File: config.mk
export PLATFORM = sky130hd
export DESIGN_NAME = prom_page_reader
export DESIGN_NICKNAME = d
export VERILOG_FILES = /design/src/rtl/prom_rd_pkg.sv /design/src/rtl/prom_addr_map.sv /design/src/rtl/prom_wait_timer.sv /design/src/rtl/prom_lane_sel.sv /design/src/rtl/prom_page_reader.sv
export SDC_FILE = /design/constraint.sdc
export NUM_CORES = 1
export LEC_CHECK = 0
export ABC_AREA = 1
export BUFFER_PORTS_ARGS = -buffer_cell sky130_fd_sc_hd__buf_2
export CORE_MARGIN = 2
export CORE_UTILIZATION = 52
export CTS_CLUSTER_SIZE = 40
export DETAILED_ROUTE_END_ITERATION = 16
export PLACE_DENSITY = 0.83
export SYNTH_ARGS = -nofsm -noshare
export SYNTH_HDL_FRONTEND = slang
export SYNTH_HIERARCHICAL = 1
export SYNTH_SLANG_ARGS = --single-unit
File: constraint.sdc
create_clock -name clk -period 6.6 [get_ports clk]
set_input_delay 0.66 -clock clk [delete_from_list [all_inputs] [get_ports clk]]
set_output_delay 0.66 -clock clk [all_outputs]
set_load 0.01 [all_outputs]
File: src/rtl/prom_rd_pkg.sv
package prom_rd_pkg;
    typedef enum logic [1:0] {
        ST_IDLE,
        ST_RAND,
        ST_PAGE,
        ST_TURN
    } rd_state_t;
endpackage

File: src/rtl/prom_addr_map.sv
// Maps a logical word/half-word address onto the memory pins.
module prom_addr_map #(
    parameter int AW = 27
) (
    input  logic [AW:0]   laddr,
    input  logic          x16,
    output logic [AW-1:0] pin_addr,
    output logic          pin_hsel
);
    always_comb begin
        if (x16) begin
            pin_addr = laddr[AW:1];
            pin_hsel = laddr[0];
        end else begin
            pin_addr = laddr[AW-1:0];
            pin_hsel = 1'b0;
        end
    end
endmodule

File: src/rtl/prom_wait_timer.sv
// Down counter: load sets the count, done while it sits at zero.
module prom_wait_timer #(
    parameter int CW = 4
) (
    input  logic          clk,
    input  logic          rst_n,
    input  logic          load,
    input  logic [CW-1:0] load_val,
    output logic          done
);
    logic [CW-1:0] cnt_q;

    always_ff @(posedge clk or negedge rst_n) begin
        if (!rst_n)
            cnt_q <= '0;
        else if (load)
            cnt_q <= load_val;
        else if (cnt_q != '0)
            cnt_q <= cnt_q - 1'b1;
    end

    assign done = (cnt_q == '0);
endmodule

File: src/rtl/prom_lane_sel.sv
// Picks the valid data lanes for the current width.
module prom_lane_sel #(
    parameter int DW = 32
) (
    input  logic          x16,
    input  logic [DW-1:0] dq,
    output logic [DW-1:0] data
);
    localparam int HW = DW / 2;

    assign data = x16 ? {{(DW - HW){1'b0}}, dq[HW-1:0]} : dq;
endmodule

File: src/rtl/prom_page_reader.sv
module prom_page_reader #(
    parameter int AW        = 27,
    parameter int DW        = 32,
    parameter int LW        = 8,
    parameter int PAGE_BITS = 3,
    parameter int RAND_CYC  = 13,
    parameter int PAGE_CYC  = 3,
    parameter int TURN_CYC  = 2
) (
    input  logic          clk,
    input  logic          rst_n,
    input  logic          mode_x16,
    input  logic          req_valid,
    output logic          req_ready,
    input  logic [AW:0]   req_addr,
    input  logic [LW-1:0] req_len,
    output logic          rsp_valid,
    output logic [DW-1:0] rsp_data,
    output logic          rsp_last,
    output logic          mem_ce_n,
    output logic          mem_oe_n,
    output logic          mem_wide,
    output logic [AW-1:0] mem_addr,
    output logic          mem_hsel,
    output logic          mem_hsel_en,
    input  logic [DW-1:0] mem_dq
);
    import prom_rd_pkg::*;

    localparam int MAXC_A = (RAND_CYC > PAGE_CYC) ? RAND_CYC : PAGE_CYC;
    localparam int MAXC   = (MAXC_A > TURN_CYC) ? MAXC_A : TURN_CYC;
    localparam int CW     = $clog2(MAXC + 1);
    localparam logic [CW-1:0] LD_RAND = CW'(RAND_CYC - 1);
    localparam logic [CW-1:0] LD_PAGE = CW'(PAGE_CYC - 1);
    localparam logic [CW-1:0] LD_TURN = CW'(TURN_CYC - 1);

    rd_state_t     state_q, state_d;
    logic [AW:0]   laddr_q;
    logic [LW-1:0] left_q;
    logic          x16_q;
    logic          wide_q;
    logic          ce_n_q;
    logic [AW-1:0] addr_q;
    logic          hsel_q;
    logic          hsel_en_q;
    logic          rsp_valid_q;
    logic [DW-1:0] rsp_data_q;
    logic          rsp_last_q;

    logic          fire, waiting, grab, is_last, page_hit, tmr_done, tmr_load;
    logic [CW-1:0] tmr_val;
    logic [AW:0]   map_in;
    logic          map_x16;
    logic [AW-1:0] map_addr;
    logic          map_hsel;
    logic [DW-1:0] lane_data;

    assign req_ready = (state_q == ST_IDLE);
    assign fire      = req_valid && req_ready;
    assign waiting   = (state_q == ST_RAND) || (state_q == ST_PAGE);
    assign grab      = waiting && tmr_done;
    assign is_last   = (left_q == '0);
    assign map_in    = req_ready ? req_addr : laddr_q + 1'b1;
    assign map_x16   = req_ready ? mode_x16 : x16_q;
    assign page_hit  = (map_addr[AW-1:PAGE_BITS] == addr_q[AW-1:PAGE_BITS]);

    prom_addr_map #(.AW(AW)) u_map (
        .laddr    (map_in),
        .x16      (map_x16),
        .pin_addr (map_addr),
        .pin_hsel (map_hsel)
    );

    prom_wait_timer #(.CW(CW)) u_tmr (
        .clk      (clk),
        .rst_n    (rst_n),
        .load     (tmr_load),
        .load_val (tmr_val),
        .done     (tmr_done)
    );

    prom_lane_sel #(.DW(DW)) u_lane (
        .x16  (x16_q),
        .dq   (mem_dq),
        .data (lane_data)
    );

    // State register
    always_ff @(posedge clk or negedge rst_n) begin
        if (!rst_n)
            state_q <= ST_IDLE;
        else
            state_q <= state_d;
    end

    // Next state and wait selection
    always_comb begin
        state_d  = state_q;
        tmr_load = 1'b0;
        tmr_val  = LD_RAND;
        unique case (state_q)
            ST_IDLE: begin
                if (fire) begin                          // ACCEPT
                    state_d  = ST_RAND;
                    tmr_load = 1'b1;
                    tmr_val  = LD_RAND;
                end
            end
            ST_RAND, ST_PAGE: begin
                if (grab) begin
                    tmr_load = 1'b1;
                    if (is_last) begin                   // FINISH
                        state_d = ST_TURN;
                        tmr_val = LD_TURN;
                    end else if (page_hit) begin         // PAGE_HIT
                        state_d = ST_PAGE;
                        tmr_val = LD_PAGE;
                    end else begin                       // PAGE_MISS
                        state_d = ST_RAND;
                        tmr_val = LD_RAND;
                    end
                end
            end
            ST_TURN: begin
                if (tmr_done)                            // RELEASE
                    state_d = ST_IDLE;
            end
            default: state_d = ST_IDLE;
        endcase
    end

    // Registered outputs and burst bookkeeping
    always_ff @(posedge clk or negedge rst_n) begin
        if (!rst_n) begin
            laddr_q     <= '0;
            left_q      <= '0;
            x16_q       <= 1'b0;
            wide_q      <= 1'b1;
            ce_n_q      <= 1'b1;
            addr_q      <= '0;
            hsel_q      <= 1'b0;
            hsel_en_q   <= 1'b0;
            rsp_valid_q <= 1'b0;
            rsp_data_q  <= '0;
            rsp_last_q  <= 1'b0;
        end else begin
            rsp_valid_q <= grab;
            if (req_ready)
                wide_q <= ~mode_x16;
            if (fire) begin
                laddr_q   <= req_addr;
                left_q    <= req_len;
                x16_q     <= mode_x16;
                ce_n_q    <= 1'b0;
                addr_q    <= map_addr;
                hsel_q    <= map_hsel;
                hsel_en_q <= mode_x16;
            end
            if (grab) begin
                rsp_data_q <= lane_data;
                rsp_last_q <= is_last;
                if (is_last) begin
                    ce_n_q    <= 1'b1;
                    hsel_en_q <= 1'b0;
                end else begin
                    laddr_q <= laddr_q + 1'b1;
                    left_q  <= left_q - 1'b1;
                    addr_q  <= map_addr;
                    hsel_q  <= map_hsel;
                end
            end
        end
    end

    assign mem_ce_n    = ce_n_q;
    assign mem_oe_n    = ce_n_q;
    assign mem_wide    = wide_q;
    assign mem_addr    = addr_q;
    assign mem_hsel    = hsel_q;
    assign mem_hsel_en = hsel_en_q;
    assign rsp_valid   = rsp_valid_q;
    assign rsp_data    = rsp_data_q;
    assign rsp_last    = rsp_last_q;

    AST_IDLE_CHIP_OFF: assert property (@(posedge clk) disable iff (!rst_n)
        req_ready |-> (mem_ce_n && mem_oe_n));
    AST_HSEL_X16_ONLY: assert property (@(posedge clk) disable iff (!rst_n)
        mem_hsel_en |-> (!mem_wide && !mem_ce_n));
    AST_STRAP_HELD: assert property (@(posedge clk) disable iff (!rst_n)
        (!mem_ce_n && $past(!mem_ce_n)) |-> $stable(mem_wide));
    AST_RAND_ADDR_HOLD: assert property (@(posedge clk) disable iff (!rst_n)
        (state_q == ST_RAND && $past(state_q == ST_RAND) && !$past(grab)) |-> $stable(mem_addr));
    AST_LAST_ENDS_ACCESS: assert property (@(posedge clk) disable iff (!rst_n)
        (rsp_valid && rsp_last) |-> (mem_ce_n && !mem_hsel_en));
    AST_RSP_IN_BURST: assert property (@(posedge clk) disable iff (!rst_n)
        rsp_valid |-> !req_ready);
endmodule

# [Word level (Yosys, flattened, before mapping)]
# Cells that the tools add are included.
[totals] output_inout_bits=67 inputBits=72 register_bits=108
[classes] eq_ne=7 reduce_logical=10 muxes=38 n_addsub=3 bitwise=1
[ops] cell="28-bit 2-to-1 mux" count=4
[ops] cell="27-bit 2-to-1 mux" count=4
[ops] cell="32-bit 2-to-1 mux" count=1
[ops] cell="28-bit by 1-bit adder with 28-bit output (second input constant)" count=1
[ops] cell="24-bit equality test" count=1
[ops] cell="4-bit 2-to-1 mux" count=6
[ops] cell="8-bit 2-to-1 mux" count=3
[ops] cell="1-bit 2-to-1 mux" count=13
[ops] cell="2-bit 2-to-1 mux" count=5
[ops] cell="8-bit logical NOT" count=1
[ops] cell="8-bit by 1-bit subtractor with 8-bit output (second input constant)" count=1
[ops] cell="2-bit case mux with 3 select lines" count=1
[ops] cell="2-bit equality test (second input constant)" count=2
[ops] cell="4-bit logical NOT" count=1
[ops] cell="2-bit inequality test (second input constant)" count=2
[ops] cell="4-bit nonzero test" count=1
[ops] cell="4-bit by 1-bit subtractor with 4-bit output (second input constant)" count=1
[ops] cell="3-bit AND reduction" count=1
[ops] cell="2-bit by 1-bit equality test with 1-bit output (second input constant)" count=1
[ops] cell="1-bit logical AND" count=2
[ops] cell="2-bit logical NOT" count=1
[ops] cell="2-bit by 1-bit inequality test with 1-bit output (second input constant)" count=1
[ops] cell="1-bit case mux with 2 select lines" count=1
[ops] cell="2-bit nonzero test" count=1
[ops] cell="other kinds (3)" count=3

# [Depth between registers and ports, before layout]
# Gate-level depths: netlist (run 1).
[depth] word_depth=9 mapped_depth=25 ltp_nobuf=25

# [By module]
# Netlist (run 1), hierarchy kept.
[by_module_without_submodules] module="prom_page_reader" area_per_inst_um2=5916.9 n_inst=1 seq_area_each_um2=2605.0 cells_per_inst=817
[by_module_without_submodules] module="prom_addr_map" area_per_inst_um2=371.6 n_inst=1 seq_area_each_um2=0.0 cells_per_inst=89
[by_module_without_submodules] module="prom_lane_sel" area_per_inst_um2=274.0 n_inst=1 seq_area_each_um2=0.0 cells_per_inst=50
[by_module_without_submodules] module="prom_wait_timer" area_per_inst_um2=242.7 n_inst=1 seq_area_each_um2=100.1 cells_per_inst=34

# [Worst setup path after synthesis (run 1)]
# OpenSTA, ideal clock, no wires.
[synth_path] path_kind="reg2reg" start="register laddr_q[1]" end="register u_tmr.cnt_q[1]" setup_slack_ns=4.014 arrival_time_ns=2.503 path_stages_with_launch=24 n_path_buf=0 setup_ns=0.083 required_time_ns=6.517 synth_period_minus_slack_ns=2.586 cell_sequence="dfrtp_1 -> ha_1 -> nand3_2 -> nor3_4 -> nand2_2 -> nor2_4 -> nand2_2 -> xor2_1 -> nand2_1 -> nand2_1 -> nand2_1 -> nand2_1 -> nand2_1 -> nand2_1 -> nand2_1 -> nor2_1 -> nand2_1 -> nor2_1 -> nand2_1 -> nor3_1 -> nand2_1 -> o21ai_0 -> nand2_1 -> o21ai_0"
[synth_between] elab_chain_len=9
[synth_lines] item="from (decl)" line="prom_page_reader.sv:38" text="logic [AW:0] laddr_q;"
[synth_lines] item="from (signal assigned)" line="prom_page_reader.sv:151" text="laddr_q <= req_addr;"
[synth_lines] item="from (signal assigned)" line="prom_page_reader.sv:166" text="laddr_q <= laddr_q + 1'b1;"
[synth_lines] item="28-bit by 1-bit adder with 28-bit output" line="prom_page_reader.sv:63" text="assign map_in = req_ready ? req_addr : laddr_q + 1'b1;"
[synth_lines] item="28-bit 2-to-1 mux" line="prom_page_reader.sv:63"
[synth_lines] item="via map_in[20]" line="prom_page_reader.sv:52" text="logic [AW:0] map_in;"
[synth_lines] item="27-bit 2-to-1 mux" line="prom_addr_map.sv:11" text="if (x16) begin"
[synth_lines] item="via map_addr[20]" line="prom_page_reader.sv:54" text="logic [AW-1:0] map_addr;"
[synth_lines] item="24-bit equality test" line="prom_page_reader.sv:65" text="assign page_hit = (map_addr[AW-1:PAGE_BITS] == addr_q[AW-1:PAGE_BITS]);"
[synth_lines] item="4-bit 2-to-1 mux" line="prom_page_reader.sv:115" text="end else if (page_hit) begin"
[synth_lines] item="4-bit 2-to-1 mux" line="prom_page_reader.sv:112" text="if (is_last) begin"
[synth_lines] item="4-bit 2-to-1 mux" line="prom_page_reader.sv:110" text="if (grab) begin"
[synth_lines] item="4-bit 2-to-1 mux"
[synth_lines] item="via tmr_val[1]" line="prom_page_reader.sv:51" text="logic [CW-1:0] tmr_val;"
[synth_lines] item="4-bit 2-to-1 mux" line="prom_wait_timer.sv:16" text="else if (load)"
[synth_lines] item="to (signal assigned)" line="prom_wait_timer.sv:17" text="cnt_q <= load_val;"
[synth_lines] item="to (signal assigned)" line="prom_wait_timer.sv:19" text="cnt_q <= cnt_q - 1'b1;"
[synth_lines] item="to (decl)" line="prom_wait_timer.sv:11" text="logic [CW-1:0] cnt_q;"
# The timed path passes the listed nets, and every way through them passes these cells.
# A chain may end at the register's enable or synchronous reset.

# [Worst setup path in the final report (run 1)]
[layout_path] start="register state_q[0]" end="register u_tmr.cnt_q[1]"
[layout_between] elab_chain_len=9 elab_cells_between_ends=20
[layout_lines] item="from (decl)" line="prom_page_reader.sv:37" text="rd_state_t state_q, state_d;"
[layout_lines] item="from (signal assigned)" line="prom_page_reader.sv:93" text="state_q <= state_d;"
[layout_lines] item="2-bit logical NOT" line="prom_page_reader.sv:58" text="assign req_ready = (state_q == ST_IDLE);"
[layout_lines] item="28-bit 2-to-1 mux" line="prom_page_reader.sv:63"
[layout_lines] item="via map_in[13]" line="prom_page_reader.sv:52"
[layout_lines] item="27-bit 2-to-1 mux" line="prom_addr_map.sv:11"
[layout_lines] item="via map_addr[13]" line="prom_page_reader.sv:54"
[layout_lines] item="24-bit equality test" line="prom_page_reader.sv:65"
[layout_lines] item="4-bit 2-to-1 mux" line="prom_page_reader.sv:115"
[layout_lines] item="4-bit 2-to-1 mux" line="prom_page_reader.sv:112"
[layout_lines] item="4-bit 2-to-1 mux" line="prom_page_reader.sv:110"
[layout_lines] item="4-bit 2-to-1 mux"
[layout_lines] item="via tmr_val[1]" line="prom_page_reader.sv:51"
[layout_lines] item="4-bit 2-to-1 mux" line="prom_wait_timer.sv:16"
# The timed path passes the listed nets, and every way through them passes these cells.

==> impl_metrics.env, run 1 <==
export IMPL_run_status="finished, final reports clean"
export IMPL_critPathCaptureType="flip-flop"
export IMPL_pin_count=139
export IMPL_grt_setup_unrepaired="false"
export IMPL_path_max_fanout=33
export IMPL_gpl_congestion=0.905
export IMPL_worst_pin_slew_ns=1.19
export IMPL_cts_sink_count=108
export IMPL_grt_antenna_before_repair=0
export IMPL_antenna_cells=0
export IMPL_routed_via_count=6452
export IMPL_numCtsBuffers=9
export IMPL_fin_hold_ws_ns=0.205
export IMPL_max_vdd_ir_drop_mv=0.222
export IMPL_report_final_setup_viol=0
export IMPL_globalRouteMet3Util=0.0671
export IMPL_drt_first_pass_iters=5
export IMPL_grt_use_met1=0.348
export IMPL_h_tree_depth=3
export IMPL_wl_per_cell_um=14.0
export IMPL_yosys_cell_types_count=35
export IMPL_clk_transition_reported_paths_ns=0.08
export IMPL_floorplan_die_height_um=118
export IMPL_cts_path_max_buffers=2
export IMPL_grt_pass1_vias=6227
export IMPL_min_delay_path_class="input port to async pin"
export IMPL_detailedPlacementHpwl_mm=12.8
export IMPL_detail_route_drc_violations=0
export IMPL_floorplan_rows=41
export IMPL_netlist_instances=990
export IMPL_power_leakage_nw=4.24
export IMPL_max_slew_margin=0.208
export IMPL_finClkSkew_ns=0.0127
export IMPL_die_width_um=118
export IMPL_ys_seq_area_frac=0.397
export IMPL_cp_required_ns=6.89
export IMPL_fmaxAchievable_mhz=237
export IMPL_tritoncts="built"
export IMPL_route_detailed_vias_per_inst=5.12
export IMPL_critPathLaunchType="flip-flop"
export IMPL_clock_insertion_delay_worst_skew_ns=0.37
export IMPL_initial_utilization=0.535
export IMPL_port_buffer_count=138
export IMPL_cts_hold_repair_buffers=0
export IMPL_post_synth_net_total=1068
export IMPL_syn_cell_area_mm2=0.00681
export IMPL_post_route_period_util=0.638
export IMPL_final_max_slew_violation_count=0
export IMPL_postCtsSetupBuffers=0
export IMPL_yosysWarningCount=6
export IMPL_pin_count_of_the_biggest_net_entering_global_routing=82
export IMPL_most_common_layout_cells="sky130_fd_sc_hd__nand2_1 (447), sky130_fd_sc_hd__buf_2 (137), sky130_fd_sc_hd__dfrtp_1 (106)"
export IMPL_totalWireLength_mm=17.7
export IMPL_detailedRoute_firstIterationViolations=462
export IMPL_post_synth_cell_area_avg_um2=6.87
export IMPL_power_density_mw_per_mm2=496
export IMPL_criticalPathCategory="flip-flop to flip-flop"
export IMPL_cp_data_arrival_time_ns=4.50
export IMPL_drive_gt1_frac=0.179
export IMPL_layout_commonest_cell="sky130_fd_sc_hd__nand2_1"
export IMPL_clockRootBuffer="sky130_fd_sc_hd__clkbuf_16"
export IMPL_timing_final_hold_violations=0
export IMPL_global_route_wire_length_before_repair_mm=30.2
export IMPL_totalNegativeSetupSlack_ns=0
export IMPL_grt_total_usage=0.266
export IMPL_ys_ff_latch=108
export IMPL_area_overhead_of_the_layout_relative_to_synthesis_pct=13.0
export IMPL_core_area_mm2=0.0127
export IMPL_ant_nets=0
export IMPL_gr_usage_met2=0.438
export IMPL_drv_cap=0
export IMPL_finalNetCount=1162
export IMPL_floorplan_die_area_mm2=0.0140
export IMPL_grt_ovfl_total=0
export IMPL_cts_repair_resized_insts=0
export IMPL_global_route_layer_with_the_greatest_usage="met2"
export IMPL_final_min_clock_period_ns=4.21
[worst paths after layout]
check,from,to,slack (ns),cells past startpoint
setup / recovery,state_q[0]$_DFFE_PN0P_,u_tmr/cnt_q[1]$_DFFE_PN0P_,2.39,18
hold / removal,rst_n,laddr_q[16]$_DFF_PN0_,0.21,1
setup reg to reg,state_q[0]$_DFFE_PN0P_,u_tmr/cnt_q[1]$_DFFE_PN0P_,2.39,18
hold reg to reg,rsp_data[8]$_DFFE_PN0P_,rsp_data[8]$_DFFE_PN0P_,0.48,2
max in group asynchronous,rst_n,laddr_q[27]$_DFF_PN0_,5.02,2
min in group clk,rsp_data[8]$_DFFE_PN0P_,rsp_data[8]$_DFFE_PN0P_,0.48,2
[synth_stat cells, drive strengths merged]
master / n / area share
dfstp: 2 / 0.0077
o31ai: 3 / 0.0033
clkbuf: 17 / 0.0094
o22ai: 1 / 0.00092
buf: 42 / 0.046
nand3: 33 / 0.026
or2: 5 / 0.0046
inv: 96 / 0.053
nand2: 453 / 0.25
ha: 6 / 0.011
nor3: 9 / 0.0083
nor2: 71 / 0.048
o21ai: 73 / 0.054
clkinv: 1 / 0.00055
dfrtp: 106 / 0.39
xnor2: 12 / 0.015
a31oi: 11 / 0.010
xor2: 26 / 0.035
o211ai: 11 / 0.012
nand4: 8 / 0.010
a21oi: 4 / 0.0029
[power by group]
| part | switching, mW | internal, mW | total (mW) |
|---|---|---|---|
| Combinational | 1.24 | 0.710 | 1.95 |
| Clock | 0.278 | 0.304 | 0.582 |
| Sequential | 0.296 | 0.985 | 1.28 |
| Total | 1.81 | 2.00 | 3.81 |
[per-layer routing]
metal	part of all wire	vias to the layer above
met5	0	-
met2	0.47	233
li1	-	3231
met4	0.018	0
met3	0.079	18
met1	0.43	2970
[stage by stage]
stage / power, mW / setup slack (ns) / utilization / instances / area (um^2)
6_report: 3.81 / 2.39 / 0.604 / 1261 / 7690
3_5_place_dp: 3.22 / 2.48 / 0.579 / 1245 / 7370
2_1_floorplan: 2.71 / 4.01 / - / 990 / 6810
3_3_place_gp: 3.16 / 2.66 / 0.579 / 1245 / 7370
5_1_grt: 4.19 / 2.05 / 0.604 / 1261 / 7690
4_1_cts: 3.82 / 2.47 / 0.604 / 1261 / 7690
[cell type report]
| type | count | area (um^2) |
|---|---|---|
| multi-input combinational | 726 | 3360 |
| timing repair buffer | 142 | 723 |
| clock inverter | 7 | 91.3 |
| sequential | 108 | 2710 |
| clock buffer | 9 | 225 |
| inverter | 97 | 364 |
| fill | 1205 | 5030 |
| tap | 172 | 215 |
[logic make-up (layout without fill, tap and decap cells)]
logic type	count (synthesis)	in the layout	share of synthesized area
adder cells (fa/ha/maj)	6	6	0.0110
AO/OA/AOI/OAI	103	103	0.0831
XOR/XNOR	38	38	0.0500
buffers and inverters	156	255	0.109
flip-flops	108	108	0.397
AND/OR/NAND/NOR	579	579	0.349
[registers in the layout, indices dropped and copies added (netlist names)]
name,count
laddr_q,28
left_q,8
mem_addr,27
mem_ce_n,1
mem_hsel,1
mem_hsel_en,1
mem_wide,1
rsp_data,32
rsp_last,1
rsp_valid,1
state_q,2
u_tmr/cnt_q,4
x16_q,1
[critical path: stages, from the launching register on]
cell                      delay, ns
sky130_fd_sc_hd__dfrtp_1       0.42
sky130_fd_sc_hd__inv_1         0.08
sky130_fd_sc_hd__ha_1          0.94
sky130_fd_sc_hd__inv_1         0.81
sky130_fd_sc_hd__o21ai_0       0.59
sky130_fd_sc_hd__nand2_1       0.10
sky130_fd_sc_hd__nand2_1       0.14
sky130_fd_sc_hd__nand2_1       0.07
sky130_fd_sc_hd__nand2_1       0.06
sky130_fd_sc_hd__nand2_1       0.04
sky130_fd_sc_hd__nor2_1        0.08
sky130_fd_sc_hd__nand2_1       0.06
sky130_fd_sc_hd__nor2_1        0.19
sky130_fd_sc_hd__nand2_1       0.10
sky130_fd_sc_hd__nor3_1        0.14
sky130_fd_sc_hd__nand2_1       0.07
sky130_fd_sc_hd__o21ai_0       0.09
sky130_fd_sc_hd__nand2_1       0.07
sky130_fd_sc_hd__o21ai_0       0.07
Note: power is estimated with default switching activity, not from simulation.
==> run 2, diff against run 1 <==
Clock period 6.6 ns to 4.35 ns, I/O delays scaled along.
==> impl_metrics.env, run 2 (synthesized netlist as in run 1, its figures left out) <==
export IMPL_run_status="finished, final reports clean"
export IMPL_detailedPlacementHpwl_mm=12.6
export IMPL_detailedRoute_firstIterationViolations=583
export IMPL_cp_data_arrival_time_ns=3.67
export IMPL_worst_pin_slew_ns=1.03
export IMPL_totalWireLength_mm=17.6
export IMPL_grt_ovfl_total=0
export IMPL_critPathLaunchType="flip-flop"
export IMPL_report_final_setup_viol=0
export IMPL_global_route_wire_length_before_repair_mm=29.4
export IMPL_path_max_fanout=31
export IMPL_floorplan_rows=41
export IMPL_grt_total_usage=0.261
export IMPL_net_switching_power_mw=2.73
export IMPL_drv_cap=0
export IMPL_most_common_layout_cells="sky130_fd_sc_hd__nand2_1 (447), sky130_fd_sc_hd__buf_2 (137), sky130_fd_sc_hd__dfrtp_1 (106)"
export IMPL_post_route_period_util=0.778
export IMPL_min_delay_path_class="input port to async pin"
export IMPL_pin_count_of_the_biggest_net_entering_global_routing=56
export IMPL_grt_antenna_before_repair=0
export IMPL_drive_gt1_frac=0.183
export IMPL_drt_first_pass_iters=5
export IMPL_largest_register_ffs=32
export IMPL_routed_via_count=6531
export IMPL_critPathCaptureType="flip-flop"
export IMPL_postCtsSetupBuffers=0
export IMPL_timing_final_hold_violations=0
export IMPL_tritoncts="built"
export IMPL_crit_path_frequent_cell="sky130_fd_sc_hd__nand2_1"
export IMPL_route_detailed_vias_per_inst=5.16
export IMPL_floorplan_die_area_mm2=0.0140
export IMPL_h_tree_depth=3
export IMPL_cellInternalPower_mw=3.00
export IMPL_finClkSkew_ns=0.00879
export IMPL_max_slew_margin=0.315
export IMPL_power_leakage_nw=4.25
export IMPL_floorplan_die_height_um=118
export IMPL_area_overhead_of_the_layout_relative_to_synthesis_pct=13.1
export IMPL_grt_pass1_vias=6309
export IMPL_final_max_slew_violation_count=0
export IMPL_clock_power_share=0.144
export IMPL_max_vdd_ir_drop_mv=0.443
export IMPL_combinationalPowerShare=0.522
export IMPL_layout_commonest_cell="sky130_fd_sc_hd__nand2_1"
export IMPL_final_min_clock_period_ns=3.39
export IMPL_clk_transition_reported_paths_ns=0.08
export IMPL_antenna_cells=0
export IMPL_critical_path_slowest_cell="sky130_fd_sc_hd__dfrtp_1"
export IMPL_core_area_mm2=0.0127
export IMPL_crit_chain="inv_1, ha_1, buf_4, nand2_1, o21ai_2, inv_2, nand2_1, nand2_1, nand2_1, o21ai_0, nor2_1, nand2_1, nor2_1, nand2_1, nor3_1, nand2_1, o21ai_0, nand2_1, o21ai_0"
export IMPL_cts_hold_repair_buffers=0
export IMPL_gpl_congestion=0.906
export IMPL_clock_insertion_delay_worst_skew_ns=0.36
export IMPL_totalNegativeSetupSlack_ns=0
export IMPL_final_design_area_no_fill_mm2=0.00770
export IMPL_die_width_um=118
export IMPL_wl_per_cell_um=13.9
export IMPL_numCtsBuffers=9
export IMPL_finalNetCount=1167
export IMPL_placedInstanceArea_mm2=0.00741
export IMPL_power_switching_share=0.477
export IMPL_grt_setup_unrepaired="false"
export IMPL_cts_repair_resized_insts=0
export IMPL_pin_count=139
export IMPL_sequentialPowerShare=0.334
export IMPL_detail_route_drc_violations=0
export IMPL_critical_path_max_stage_delay_ns=0.43
export IMPL_ant_nets=0
export IMPL_fmaxAchievable_mhz=295
export IMPL_power_density_mw_per_mm2=744
export IMPL_cts_sink_count=108
export IMPL_clockRootBuffer="sky130_fd_sc_hd__clkbuf_16"
export IMPL_worst_r2r_path_depth=19
export IMPL_port_buffer_count=138
export IMPL_criticalPathCategory="flip-flop to flip-flop"
export IMPL_cts_path_max_buffers=2
export IMPL_cp_required_ns=4.63
export IMPL_initial_utilization=0.535
==> run 2: cell count changes in the layout (fill, tap and decap cells not counted) <==
cell | previous run | this run
sky130_fd_sc_hd__inv_6 | 2 | 3
sky130_fd_sc_hd__buf_4 | 5 | 10
sky130_fd_sc_hd__clkinv_4 | 1 | 0
sky130_fd_sc_hd__bufinv_16 | 1 | 0
sky130_fd_sc_hd__clkbuf_8 | 0 | 1
sky130_fd_sc_hd__clkinv_8 | 1 | 0
sky130_fd_sc_hd__clkinvlp_4 | 1 | 2
==> run 2: worst paths after layout <==
check / slack [ns] / from / endpoint
setup / recovery: 0.96 / state_q[1]$_DFFE_PN0P_ / u_tmr/cnt_q[1]$_DFFE_PN0P_
setup reg to reg: 0.96 / state_q[1]$_DFFE_PN0P_ / u_tmr/cnt_q[1]$_DFFE_PN0P_
hold / removal: 0.07 / rst_n / laddr_q[26]$_DFF_PN0_
hold reg to reg: 0.47 / rsp_data[2]$_DFFE_PN0P_ / rsp_data[2]$_DFFE_PN0P_
min in group clk: 0.26 / mem_dq[8] / rsp_data[8]$_DFFE_PN0P_
max in group asynchronous: 3.35 / rst_n / mem_wide$_DFFE_PN1N_
==> run 2: through the flow <==
stage,setup slack (ns),total power [mW],hold slack [ns],utilization,cells
final,0.964,5.73,0.0659,0.605,1266
after global routing,0.400,6.28,0.114,0.605,1266
after CTS,1.01,5.74,0.0888,0.605,1266
after detailed placement,1.03,4.89,0.459,0.582,1250
after global placement,1.15,4.80,0.459,0.582,1250
after floorplan,1.76,4.10,0.139,-,990
==> run 2: layout make-up <==
class | instances | area, um^2
clock buffer | 10 | 239
clock inverter | 6 | 52.6
fill | 1216 | 5020
inverter | 97 | 364
multi-input combinational | 726 | 3360
sequential | 108 | 2710
tap | 172 | 215
timing repair buffer | 147 | 761
==> run 2: per-layer routing <==
| metal | GRT usage | routed length, um |
|---|---|---|
| met5 | 0 | 0 |
| met4 | 0.128 | 715 |
| met3 | 0.0738 | 1560 |
| met2 | 0.405 | 7800 |
| met1 | 0.335 | 7490 |
==> run 2: critical path, delay by kind of cell, from the launching register on <==
family                     cells  cell delay, ns
and+or+nand+nor               11            1.23
buffers and inverters          3            0.81
AOI/OAI and AO/OA              4            0.65
DFF                            1            0.43
adders and majority gates      1            0.17
==> run 2: power by group through the flow <==
| stage | Clock, mW | Combinational, mW | Sequential (mW) |
|---|---|---|---|
| 2_1_floorplan | 0 | 2.15 | 1.96 |
| 3_3_place_gp | 0 | 2.90 | 1.90 |
| 3_5_place_dp | 0 | 2.98 | 1.90 |
| 4_1_cts | 0.846 | 2.99 | 1.91 |
| 5_1_grt | 0.882 | 3.42 | 1.98 |
| 6_report | 0.827 | 2.99 | 1.91 |
==> run 3, diff against run 2 <==
Settings changed: CORE_UTILIZATION 52 to 51, PLACE_DENSITY 0.83 to 0.85.
Clock period 4.35 ns to 2.9 ns, I/O delays scaled along.
==> impl_metrics.env, run 3 (synthesized netlist as in run 1, its figures left out) <==
export IMPL_critPathLaunchType="flip-flop"
export IMPL_timing_final_hold_violations=28
export IMPL_fillerInstances=1176
export IMPL_drt_first_pass_iters=6
export IMPL_largest_register_ffs=32
export IMPL_initial_utilization=0.518
export IMPL_grt_total_usage=0.265
export IMPL_ant_nets=0
export IMPL_area_overhead_of_the_layout_relative_to_synthesis_pct=19.4
export IMPL_grt_pass1_vias=6299
export IMPL_final_max_slew_violation_count=0
export IMPL_cts_sink_count=108
export IMPL_critPathCaptureType="flip-flop"
export IMPL_fmaxAchievable_mhz=348
export IMPL_failing_checks="hold timing"
export IMPL_port_buffer_count=138
export IMPL_cts_path_max_buffers=2
export IMPL_cp_data_arrival_time_ns=3.15
export IMPL_totalNegativeSetupSlack_ns=0
export IMPL_multi_input_comb_area_mm2=0.00357
export IMPL_core_area_mm2=0.0131
export IMPL_grt_ovfl_total=0
export IMPL_finalNetCount=1191
export IMPL_final_min_clock_period_ns=2.87
export IMPL_most_common_layout_cells="sky130_fd_sc_hd__nand2_1 (431), sky130_fd_sc_hd__buf_2 (137), sky130_fd_sc_hd__dfrtp_1 (100)"
export IMPL_post_route_period_util=0.990
export IMPL_totalWireLength_mm=18.6
export IMPL_max_vdd_ir_drop_mv=0.640
export IMPL_worst_pin_slew_ns=0.729
export IMPL_drive_gt1_frac=0.243
export IMPL_run_status="finished with violations"
export IMPL_power_leakage_nw=4.41
export IMPL_p_total_mw=9.06
export IMPL_clk_transition_reported_paths_ns=0.08
export IMPL_antenna_cells=0
export IMPL_clock_insertion_delay_worst_skew_ns=0.37
export IMPL_numCtsBuffers=9
export IMPL_max_slew_margin=0.514
export IMPL_criticalPathCategory="flip-flop to flip-flop"
export IMPL_drv_cap=0
export IMPL_gpl_congestion=1.01
export IMPL_report_final_setup_viol=0
export IMPL_detailedRoute_firstIterationViolations=540
export IMPL_floorplan_rows=42
export IMPL_clockRootBuffer="sky130_fd_sc_hd__clkbuf_16"
export IMPL_route_detailed_vias_per_inst=5.23
export IMPL_cp_required_ns=3.18
export IMPL_min_delay_path_class="input port to async pin"
export IMPL_area_sequential_mm2=0.00271
export IMPL_pin_count_of_the_biggest_net_entering_global_routing=56
export IMPL_grt_setup_unrepaired="true"
export IMPL_detail_route_drc_violations=0
export IMPL_detailedPlacementHpwl_mm=13.3
export IMPL_pin_count=139
export IMPL_global_route_wire_length_before_repair_mm=30.1
export IMPL_placed_cells_incl_taps=1265
export IMPL_layout_commonest_cell="sky130_fd_sc_hd__nand2_1"
export IMPL_finClkSkew_ns=0.0116
export IMPL_die_width_um=120
export IMPL_floorplan_die_area_mm2=0.0143
export IMPL_h_tree_depth=3
export IMPL_floorplan_die_height_um=120
export IMPL_fin_hold_ws_ns=-0.0163
export IMPL_grt_antenna_before_repair=0
export IMPL_routed_via_count=6770
export IMPL_path_max_fanout=3
export IMPL_wl_per_cell_um=14.4
export IMPL_instances_no_fill=1294
export IMPL_power_density_mw_per_mm2=1120
export IMPL_tritoncts="built"
[run 3: cell types whose count changed in the layout (fill, tap and decap cells not counted), sizes merged]
cell  delta
buf     +24
[run 3: stage by stage]
| stage | hold WS, ns | area, um^2 | setup WS, ns | util |
|---|---|---|---|---|
| after CTS | 0.00386 | 7840 | 0.00358 | 0.597 |
| after global placement | 0.399 | 7520 | 0.140 | 0.572 |
| after detailed placement | 0.401 | 7520 | -0.0347 | 0.572 |
| final | -0.0163 | 8120 | 0.0303 | 0.618 |
| after floorplan | -0.00559 | 6810 | 0.314 | - |
| after global routing | 0.0498 | 8120 | -0.162 | 0.618 |
[run 3: what timing repair did]
action	in CTS	in global routing
hold buffers	0	0
endpoints found under the setup margin	1	5
resized for setup	4	51
pin swaps	3	24
gates cloned	0	0
setup buffers	2	11
[run 3: metal layers]
| metal | share of wire | routed length, um | vias to the layer above | GRT usage |
|---|---|---|---|---|
| li1 | - | - | 3276 | - |
| met1 | 0.41 | 7610 | 3096 | 0.348 |
| met2 | 0.46 | 8620 | 348 | 0.421 |
| met3 | 0.097 | 1810 | 50 | 0.0684 |
| met4 | 0.033 | 607 | 0 | 0.104 |
| met5 | 0 | 0 | - | 0 |
[run 3: final timing paths]
| check | startpoint | endpoint | slack [ns] | cells after the start |
|---|---|---|---|---|
| setup / recovery | laddr_q[12]$_DFF_PN0_ | u_tmr/cnt_q[1]$_DFFE_PN0P_ | 0.03 | 21 |
| hold / removal | rst_n | laddr_q[15]$_DFF_PN0_ | -0.02 | 1 |
| setup reg to reg | laddr_q[12]$_DFF_PN0_ | u_tmr/cnt_q[1]$_DFFE_PN0P_ | 0.03 | 21 |
| hold reg to reg | rsp_data[6]$_DFFE_PN0P_ | rsp_data[6]$_DFFE_PN0P_ | 0.48 | 2 |
| max in group asynchronous | rst_n | mem_wide$_DFFE_PN1N_ | 2.12 | 2 |
| min in group clk | mem_dq[0] | rsp_data[0]$_DFFE_PN0P_ | 0.11 | 3 |
[run 3: critical path, cell delays in order, from the launching register on]
cell and delay, ns:
sky130_fd_sc_hd__dfrtp_1 0.40, sky130_fd_sc_hd__inv_1 0.11, sky130_fd_sc_hd__nor3_2 0.29, sky130_fd_sc_hd__nand2_1 0.14, sky130_fd_sc_hd__nor2_1 0.11, sky130_fd_sc_hd__nand2_1 0.10
sky130_fd_sc_hd__xor2_1 0.22, sky130_fd_sc_hd__nand2_1 0.09, sky130_fd_sc_hd__nand2_2 0.10, sky130_fd_sc_hd__nand2_2 0.07, sky130_fd_sc_hd__nand2_2 0.13, sky130_fd_sc_hd__xnor2_2 0.14
sky130_fd_sc_hd__nand2_1 0.07, sky130_fd_sc_hd__nor2_1 0.10, sky130_fd_sc_hd__nand2_1 0.07, sky130_fd_sc_hd__nor2_2 0.15, sky130_fd_sc_hd__nand2_2 0.09, sky130_fd_sc_hd__nor3_2 0.13
sky130_fd_sc_hd__nand2_1 0.06, sky130_fd_sc_hd__o21ai_0 0.09, sky130_fd_sc_hd__nand2_1 0.06, sky130_fd_sc_hd__o21ai_0 0.06
[run 3: final cells by class]
| type | count | area share |
|---|---|---|
| timing repair buffer | 171 | 0.119 |
| tap | 176 | 0.0271 |
| sequential | 108 | 0.334 |
| clock inverter | 6 | 0.00647 |
| multi-input combinational | 726 | 0.439 |
| clock buffer | 10 | 0.0294 |
| inverter | 97 | 0.0448 |
[run 3: power by group]
| group | total, mW | internal (mW) | switching (mW) |
|---|---|---|---|
| Combinational | 4.93 | 1.84 | 3.09 |
| Sequential | 2.89 | 2.25 | 0.639 |
| Clock | 1.24 | 0.623 | 0.619 |
| Total | 9.06 | 4.72 | 4.34 |
